File: config.mk
export PLATFORM = sky130hd
export DESIGN_NAME = dpwb_router
export DESIGN_NICKNAME = d
export VERILOG_FILES = /design/src/rtl/dpwb_pkg.sv /design/src/rtl/dpwb_cond_eval.sv /design/src/rtl/dpwb_dest_decode.sv /design/src/rtl/dpwb_flag_sel.sv /design/src/rtl/dpwb_router.sv
export SDC_FILE = /design/constraint.sdc
export NUM_CORES = 1
export LEC_CHECK = 0
export BUFFER_PORTS_ARGS = -buffer_cell sky130_fd_sc_hd__buf_2
export CAP_MARGIN = 20
export CORE_MARGIN = 2
export CORE_UTILIZATION = 52
export CTS_CLUSTER_SIZE = 30
export DETAILED_ROUTE_END_ITERATION = 8
export GPL_TIMING_DRIVEN = 0
export PLACE_DENSITY = 0.83
export SYNTH_ARGS = -nofsm -noshare
export SYNTH_HDL_FRONTEND = slang
export SYNTH_SLANG_ARGS = --single-unit
File: constraint.sdc
create_clock -name clk -period 2.5 [get_ports clk]
set_input_delay 0.375 -clock clk [delete_from_list [all_inputs] [get_ports clk]]
set_output_delay 0.375 -clock clk [all_outputs]
set_load 0.02 [all_outputs]
File: src/rtl/dpwb_pkg.sv
package dpwb_pkg;
  typedef enum logic [2:0] {
    CC_NEVER  = 3'd0,
    CC_ALWAYS = 3'd1,
    CC_ZSET   = 3'd2,
    CC_ZCLR   = 3'd3,
    CC_NSET   = 3'd4,
    CC_NCLR   = 3'd5,
    CC_CSET   = 3'd6,
    CC_CCLR   = 3'd7
  } cond_e;

  localparam int PIPE_ADD = 0;
  localparam int PIPE_MUL = 1;
  localparam int NUM_PIPES = 2;
endpackage

File: src/rtl/dpwb_cond_eval.sv
module dpwb_cond_eval
  import dpwb_pkg::*;
(
  input  logic [2:0] cond,
  input  logic       fz,
  input  logic       fn,
  input  logic       fc,
  output logic       pass
);
  always_comb begin
    unique case (cond_e'(cond))
      CC_NEVER:  pass = 1'b0;
      CC_ALWAYS: pass = 1'b1;
      CC_ZSET:   pass = fz;
      CC_ZCLR:   pass = ~fz;
      CC_NSET:   pass = fn;
      CC_NCLR:   pass = ~fn;
      CC_CSET:   pass = fc;
      CC_CCLR:   pass = ~fc;
      default:   pass = 1'b0;
    endcase
  end
endmodule

File: src/rtl/dpwb_dest_decode.sv
module dpwb_dest_decode #(
  parameter int ADDR_W    = 6,
  parameter int PHYS_REGS = 32,
  parameter int ACC_BASE  = 32,
  parameter int NUM_ACC   = 6
) (
  input  logic [ADDR_W-1:0]  waddr,
  input  logic               en,
  output logic               to_phys,
  output logic [NUM_ACC-1:0] acc_sel
);
  assign to_phys = en && (waddr < ADDR_W'(PHYS_REGS));

  for (genvar i = 0; i < NUM_ACC; i++) begin : g_acc
    assign acc_sel[i] = en && (waddr == ADDR_W'(ACC_BASE + i));
  end
endmodule

File: src/rtl/dpwb_flag_sel.sv
module dpwb_flag_sel
  import dpwb_pkg::*;
#(
  parameter int DATA_W = 32
) (
  input  logic              valid,
  input  logic              set_flags,
  input  logic              add_is_nop,
  input  logic [2:0]        add_cond,
  input  logic [DATA_W-1:0] add_res,
  input  logic              add_carry,
  input  logic [DATA_W-1:0] mul_res,
  input  logic              mul_carry,
  output logic              upd,
  output logic              nz,
  output logic              nn,
  output logic              nc
);
  logic              use_mul;
  logic [DATA_W-1:0] src;

  assign use_mul = add_is_nop || (cond_e'(add_cond) == CC_NEVER);
  assign src     = use_mul ? mul_res : add_res;
  assign upd     = valid && set_flags;
  assign nz      = ~|src;
  assign nn      = src[DATA_W-1];
  assign nc      = use_mul ? mul_carry : add_carry;
endmodule

File: src/rtl/dpwb_router.sv
module dpwb_router
  import dpwb_pkg::*;
#(
  parameter int DATA_W    = 32,
  parameter int ADDR_W    = 6,
  parameter int PHYS_AW   = 5,
  parameter int ACC_BASE  = 32,
  parameter int NUM_ACC   = 6
) (
  input  logic                      clk,
  input  logic                      rst,
  input  logic                      in_valid,
  input  logic [DATA_W-1:0]         add_res,
  input  logic                      add_carry,
  input  logic [ADDR_W-1:0]         add_waddr,
  input  logic [2:0]                add_cond,
  input  logic                      add_is_nop,
  input  logic [DATA_W-1:0]         mul_res,
  input  logic                      mul_carry,
  input  logic [ADDR_W-1:0]         mul_waddr,
  input  logic [2:0]                mul_cond,
  input  logic                      wswap,
  input  logic                      set_flags,
  input  logic                      rd_a_en,
  input  logic [ADDR_W-1:0]         rd_a_addr,
  input  logic                      rd_b_en,
  input  logic [ADDR_W-1:0]         rd_b_addr,
  output logic                      rfa_we,
  output logic [PHYS_AW-1:0]        rfa_addr,
  output logic [DATA_W-1:0]         rfa_wdata,
  output logic                      rfb_we,
  output logic [PHYS_AW-1:0]        rfb_addr,
  output logic [DATA_W-1:0]         rfb_wdata,
  output logic [NUM_ACC-1:0]        acc_we,
  output logic [NUM_ACC*DATA_W-1:0] acc_wdata,
  output logic                      flag_z,
  output logic                      flag_n,
  output logic                      flag_c,
  output logic                      wr_conflict,
  output logic                      raw_hazard
);
  localparam int PHYS_REGS = 1 << PHYS_AW;

  // per-pipe views, index PIPE_ADD / PIPE_MUL
  logic [ADDR_W-1:0]  waddr_v [NUM_PIPES];
  logic [2:0]         cond_v  [NUM_PIPES];
  logic [DATA_W-1:0]  res_v   [NUM_PIPES];
  logic [NUM_PIPES-1:0] pass_v;
  logic [NUM_PIPES-1:0] phys_v;
  logic [NUM_ACC-1:0] acc_v   [NUM_PIPES];

  assign waddr_v[PIPE_ADD] = add_waddr;
  assign waddr_v[PIPE_MUL] = mul_waddr;
  assign cond_v[PIPE_ADD]  = add_cond;
  assign cond_v[PIPE_MUL]  = mul_cond;
  assign res_v[PIPE_ADD]   = add_res;
  assign res_v[PIPE_MUL]   = mul_res;

  for (genvar p = 0; p < NUM_PIPES; p++) begin : g_pipe
    dpwb_cond_eval u_cond (
      .cond (cond_v[p]),
      .fz   (flag_z),
      .fn   (flag_n),
      .fc   (flag_c),
      .pass (pass_v[p])
    );

    dpwb_dest_decode #(
      .ADDR_W    (ADDR_W),
      .PHYS_REGS (PHYS_REGS),
      .ACC_BASE  (ACC_BASE),
      .NUM_ACC   (NUM_ACC)
    ) u_dec (
      .waddr   (waddr_v[p]),
      .en      (in_valid && pass_v[p]),
      .to_phys (phys_v[p]),
      .acc_sel (acc_v[p])
    );
  end

  // flag source selection
  logic f_upd, f_z, f_n, f_c;

  dpwb_flag_sel #(.DATA_W(DATA_W)) u_flags (
    .valid      (in_valid),
    .set_flags  (set_flags),
    .add_is_nop (add_is_nop),
    .add_cond   (add_cond),
    .add_res    (add_res),
    .add_carry  (add_carry),
    .mul_res    (mul_res),
    .mul_carry  (mul_carry),
    .upd        (f_upd),
    .nz         (f_z),
    .nn         (f_n),
    .nc         (f_c)
  );

  // physical file steering: the swap bit sends each pipe to the opposite file
  logic               a_we_n, b_we_n;
  logic               a_from_mul, b_from_mul;
  logic [PHYS_AW-1:0] a_addr_n, b_addr_n;
  logic [DATA_W-1:0]  a_data_n, b_data_n;

  always_comb begin
    a_from_mul = wswap;
    b_from_mul = ~wswap;
    a_we_n     = a_from_mul ? phys_v[PIPE_MUL] : phys_v[PIPE_ADD];
    b_we_n     = b_from_mul ? phys_v[PIPE_MUL] : phys_v[PIPE_ADD];
    a_addr_n   = a_from_mul ? mul_waddr[PHYS_AW-1:0] : add_waddr[PHYS_AW-1:0];
    b_addr_n   = b_from_mul ? mul_waddr[PHYS_AW-1:0] : add_waddr[PHYS_AW-1:0];
    a_data_n   = a_from_mul ? mul_res : add_res;
    b_data_n   = b_from_mul ? mul_res : add_res;
  end

  // accumulator steering: mul wins a shared target
  logic [NUM_ACC-1:0] acc_we_n;
  logic               conflict_n;

  assign acc_we_n   = acc_v[PIPE_ADD] | acc_v[PIPE_MUL];
  assign conflict_n = |(acc_v[PIPE_ADD] & acc_v[PIPE_MUL]);

  // read-after-write check against the writes now on the outputs
  logic rd_a_phys, rd_b_phys, hazard_n;

  assign rd_a_phys = rd_a_en && (rd_a_addr < ADDR_W'(PHYS_REGS));
  assign rd_b_phys = rd_b_en && (rd_b_addr < ADDR_W'(PHYS_REGS));
  assign hazard_n  = in_valid &&
                     ((rd_a_phys && rfa_we && (rfa_addr == rd_a_addr[PHYS_AW-1:0])) ||
                      (rd_b_phys && rfb_we && (rfb_addr == rd_b_addr[PHYS_AW-1:0])));

  always_ff @(posedge clk) begin
    if (rst) begin
      rfa_we      <= 1'b0;
      rfa_addr    <= '0;
      rfa_wdata   <= '0;
      rfb_we      <= 1'b0;
      rfb_addr    <= '0;
      rfb_wdata   <= '0;
      acc_we      <= '0;
      flag_z      <= 1'b0;
      flag_n      <= 1'b0;
      flag_c      <= 1'b0;
      wr_conflict <= 1'b0;
      raw_hazard  <= 1'b0;
    end else begin
      rfa_we      <= a_we_n;
      rfa_addr    <= a_addr_n;
      rfa_wdata   <= a_data_n;
      rfb_we      <= b_we_n;
      rfb_addr    <= b_addr_n;
      rfb_wdata   <= b_data_n;
      acc_we      <= acc_we_n;
      wr_conflict <= conflict_n;
      raw_hazard  <= hazard_n;
      if (f_upd) begin
        flag_z <= f_z;
        flag_n <= f_n;
        flag_c <= f_c;
      end
    end
  end

  for (genvar i = 0; i < NUM_ACC; i++) begin : g_lane
    always_ff @(posedge clk) begin
      if (rst) begin
        acc_wdata[i*DATA_W +: DATA_W] <= '0;
      end else if (acc_we_n[i]) begin
        acc_wdata[i*DATA_W +: DATA_W] <= acc_v[PIPE_MUL][i] ? mul_res : add_res;
      end
    end
  end
endmodule

==> metrics.yaml <==
run_status: "completed"
grt_max_degree: 15
cts.sinks: 279
drv_slew: 0
core-area_um2: 24390
drive_gt1_share_pct: 30.78
min_to: "rfa_addr[4]"
nFillCells: 2039
worst_pin_slew_ns: 1.044
grt.overflow.total: 0
hold_path.startpoint: "mul_waddr[4]"
grt_pass1_wl_mm: 74.34
use_met3_pct: 8.504
insertedDiodeCount: 0
syn_nets: 1531
finalCoreUtilization_pct: 65.64
gp_congestion: 0.9121
multi_input_area_um2: 6412
total_leakage_power_nw: 7.012
yosysTopAreaCell: "dfxtp_1"
numCtsBuffers: 30
cts_tree: "yes"
io_pins: 383
ctsHoldBuffers: 0
worstPathArrival_ns: 2.92
reg2reg_to: "acc_wdata[90]"
grt_pass1_vias: 12478
placedCellCount: 2066
relSlewSlack_pct: 30.43
yosysWarnings: 0
rsz0062_at_grt: "no"
hold_viol_final: 0
hp-class: "in -> reg"
holdWs_ns: 0.1129
synth_edf_count: 0
io_buffers: 315
fp.dieArea_um2: 26270
fin_cells: 2124
yosys_register_bits: 279
dp_hpwl_mm: 35.60
synthMostInstantiatedCell: "dfxtp_1"
use_met2_pct: 60.02
drtIter0Drc: 1280
cp_max_fo: 10
layout.nets: 1881
ir_drop_uv: 503.6
ant_nets: 0
rr_startpoint: "flag_c"
start_kind: "flip-flop"
clock_latency_ns: 0.55
met1_usage_pct: 46.94
seqCellArea_um2: 5585
synth-main-ff-cell: "dfxtp_1"
syn_avg_cell_area_um2: 9.106
row_count: 57
synth_area_um2: 12990
synth_top_cells_by_count: "279 x dfxtp_1, 197 x nand2_1, 174 x mux2i_1"
synthCells: 1427
synth-seq-area-share_pct: 42.99
netlist_top_cells_area: "dfxtp_1 43%, mux2i_1 13%, nand2_1 5.7%"
grtUsageTotal_pct: 36.72
die_w_um: 162.1
fmax_mhz: 410.7
final.setup_skew_ns: 0.007487
viasPerCell: 6.165
antenna_found_initial: 0
start_util_pct: 53.27
die_y_um: 162.1
worstPathRequired_ns: 2.99
whs_path_depth: 3
wl_per_cell_um: 23.70
drt-pass1-iter-count: 6
finalPower_mw: 10.12
fin_crit_ns: 2.435
maxCapViolations: 0
final-setup-viol-count: 0
synthToLayoutAreaGrowth_pct: 23.22
clock_path_buffers: 3
vias: 13095
synth_top_area_share_pct: 42.99
pwr_density_cell_nw_per_um2: 632.1
r2r_setup_slack_ns: 0.06
clockRootBuffer: "clkbuf_16"
synth_cell_types: 56
wl_mm: 50.35
busiest_layer: "met2"
async_reset_ff_share_pct: 0
endpoint_kind: "flip-flop"
rr_worst_depth: 7
path_class: "reg -> reg"
htreeDepth: 1
fin_crit_sh_pct: 97.40
drcViolationCount: 0
tns_ns: 0
clk_pin_slew_ns: 0.06
-- final cells by class --
| type | instances | area share [%] |
|---|---|---|
| Clock inverter | 10 | 0.5158 |
| Multi-Input combinational cell | 952 | 40.05 |
| Tap cell | 324 | 2.532 |
| Inverter | 4 | 0.09378 |
| Buffer | 192 | 6.260 |
| Timing Repair Buffer | 318 | 9.987 |
| Sequential cell | 279 | 34.89 |
| Clock buffer | 45 | 5.674 |
-- per-stage QoR --
stage / setup WS (ns) / area, um2
6_report: 0.06495 / 16010
2_1_floorplan: 0.4864 / 12990
3_3_place_gp: -0.2438 / 14980
5_1_grt: 0.006580 / 16010
4_1_cts: 0.008365 / 15980
3_5_place_dp: -0.2905 / 14980
-- worst max-delay path by stage --
stage                     cells past startpoint             to  slack (ns)   startpoint
after floorplan                               7  acc_wdata[75]        0.49       flag_c
after global placement                        8   acc_wdata[7]       -0.24  add_cond[1]
after detailed placement                      8   acc_wdata[4]       -0.29  add_cond[1]
after CTS                                     7  acc_wdata[65]       0.008       flag_c
after global routing                          7  acc_wdata[54]       0.007       flag_z
final                                         7  acc_wdata[90]        0.06       flag_c
-- routing by layer --
metal	up-vias	share of wire (%)
met1	6256	38
met2	906	46
met4	0	4.3
li1	5780	-
met5	-	0
met3	153	11
-- cell usage in the layout, fill, tap and decap left out, types with 31 or more instances in the layout --
cell,count
a211oi_1,34
a21oi_1,33
a21oi_2,42
a311oi_1,73
buf_2,386
clkbuf_1,76
clkbuf_16,31
dfxtp_1,279
mux2i_1,173
nand2_1,197
nor2_1,148
nor3_1,67
o31ai_1,64
-- state kept, by name, summed over array words and instances, names as in the netlist --
name and flops:
acc_we 6, rfa_addr 5, flag_n 1, rfb_addr 5, rfa_we 1, rfb_we 1
acc_wdata 192, rfb_wdata 32, flag_c 1, wr_conflict 1, raw_hazard 1, flag_z 1
rfa_wdata 32
-- critical path, cell delays in order (launching register included) --
cell and delay (ns):
dfxtp_1 0.35, mux2i_1 0.20, mux2_4 0.41, a2111oi_4 0.40, buf_4 0.22, clkbuf_1 0.46
o31ai_1 0.17, a21oi_2 0.14
-- logic make-up after synthesis --
group | share of synthesized area (%)
AOI/OAI and AO/OA | 19.29
and+or+nand+nor | 15.54
buffers and inverters | 7.752
DFF | 42.99
xor gates and xnor gates | 0.8089
muxes | 13.63
-- power by group --
| group | leakage (nW) | total [mW] | switching [mW] | internal (mW) |
|---|---|---|---|---|
| combinational | 4.26 | 1.06 | 0.738 | 0.322 |
| clock | 0.485 | 4.46 | 1.86 | 2.60 |
| sequential | 2.27 | 4.60 | 0.0452 | 4.56 |
-- timing repair --
item	CTS	global route
buffers inserted	1	2
pin swaps	1	1
setup endpoints to repair	31	75
gates resized for setup	2	13
(Power assumes the default switching activity.)
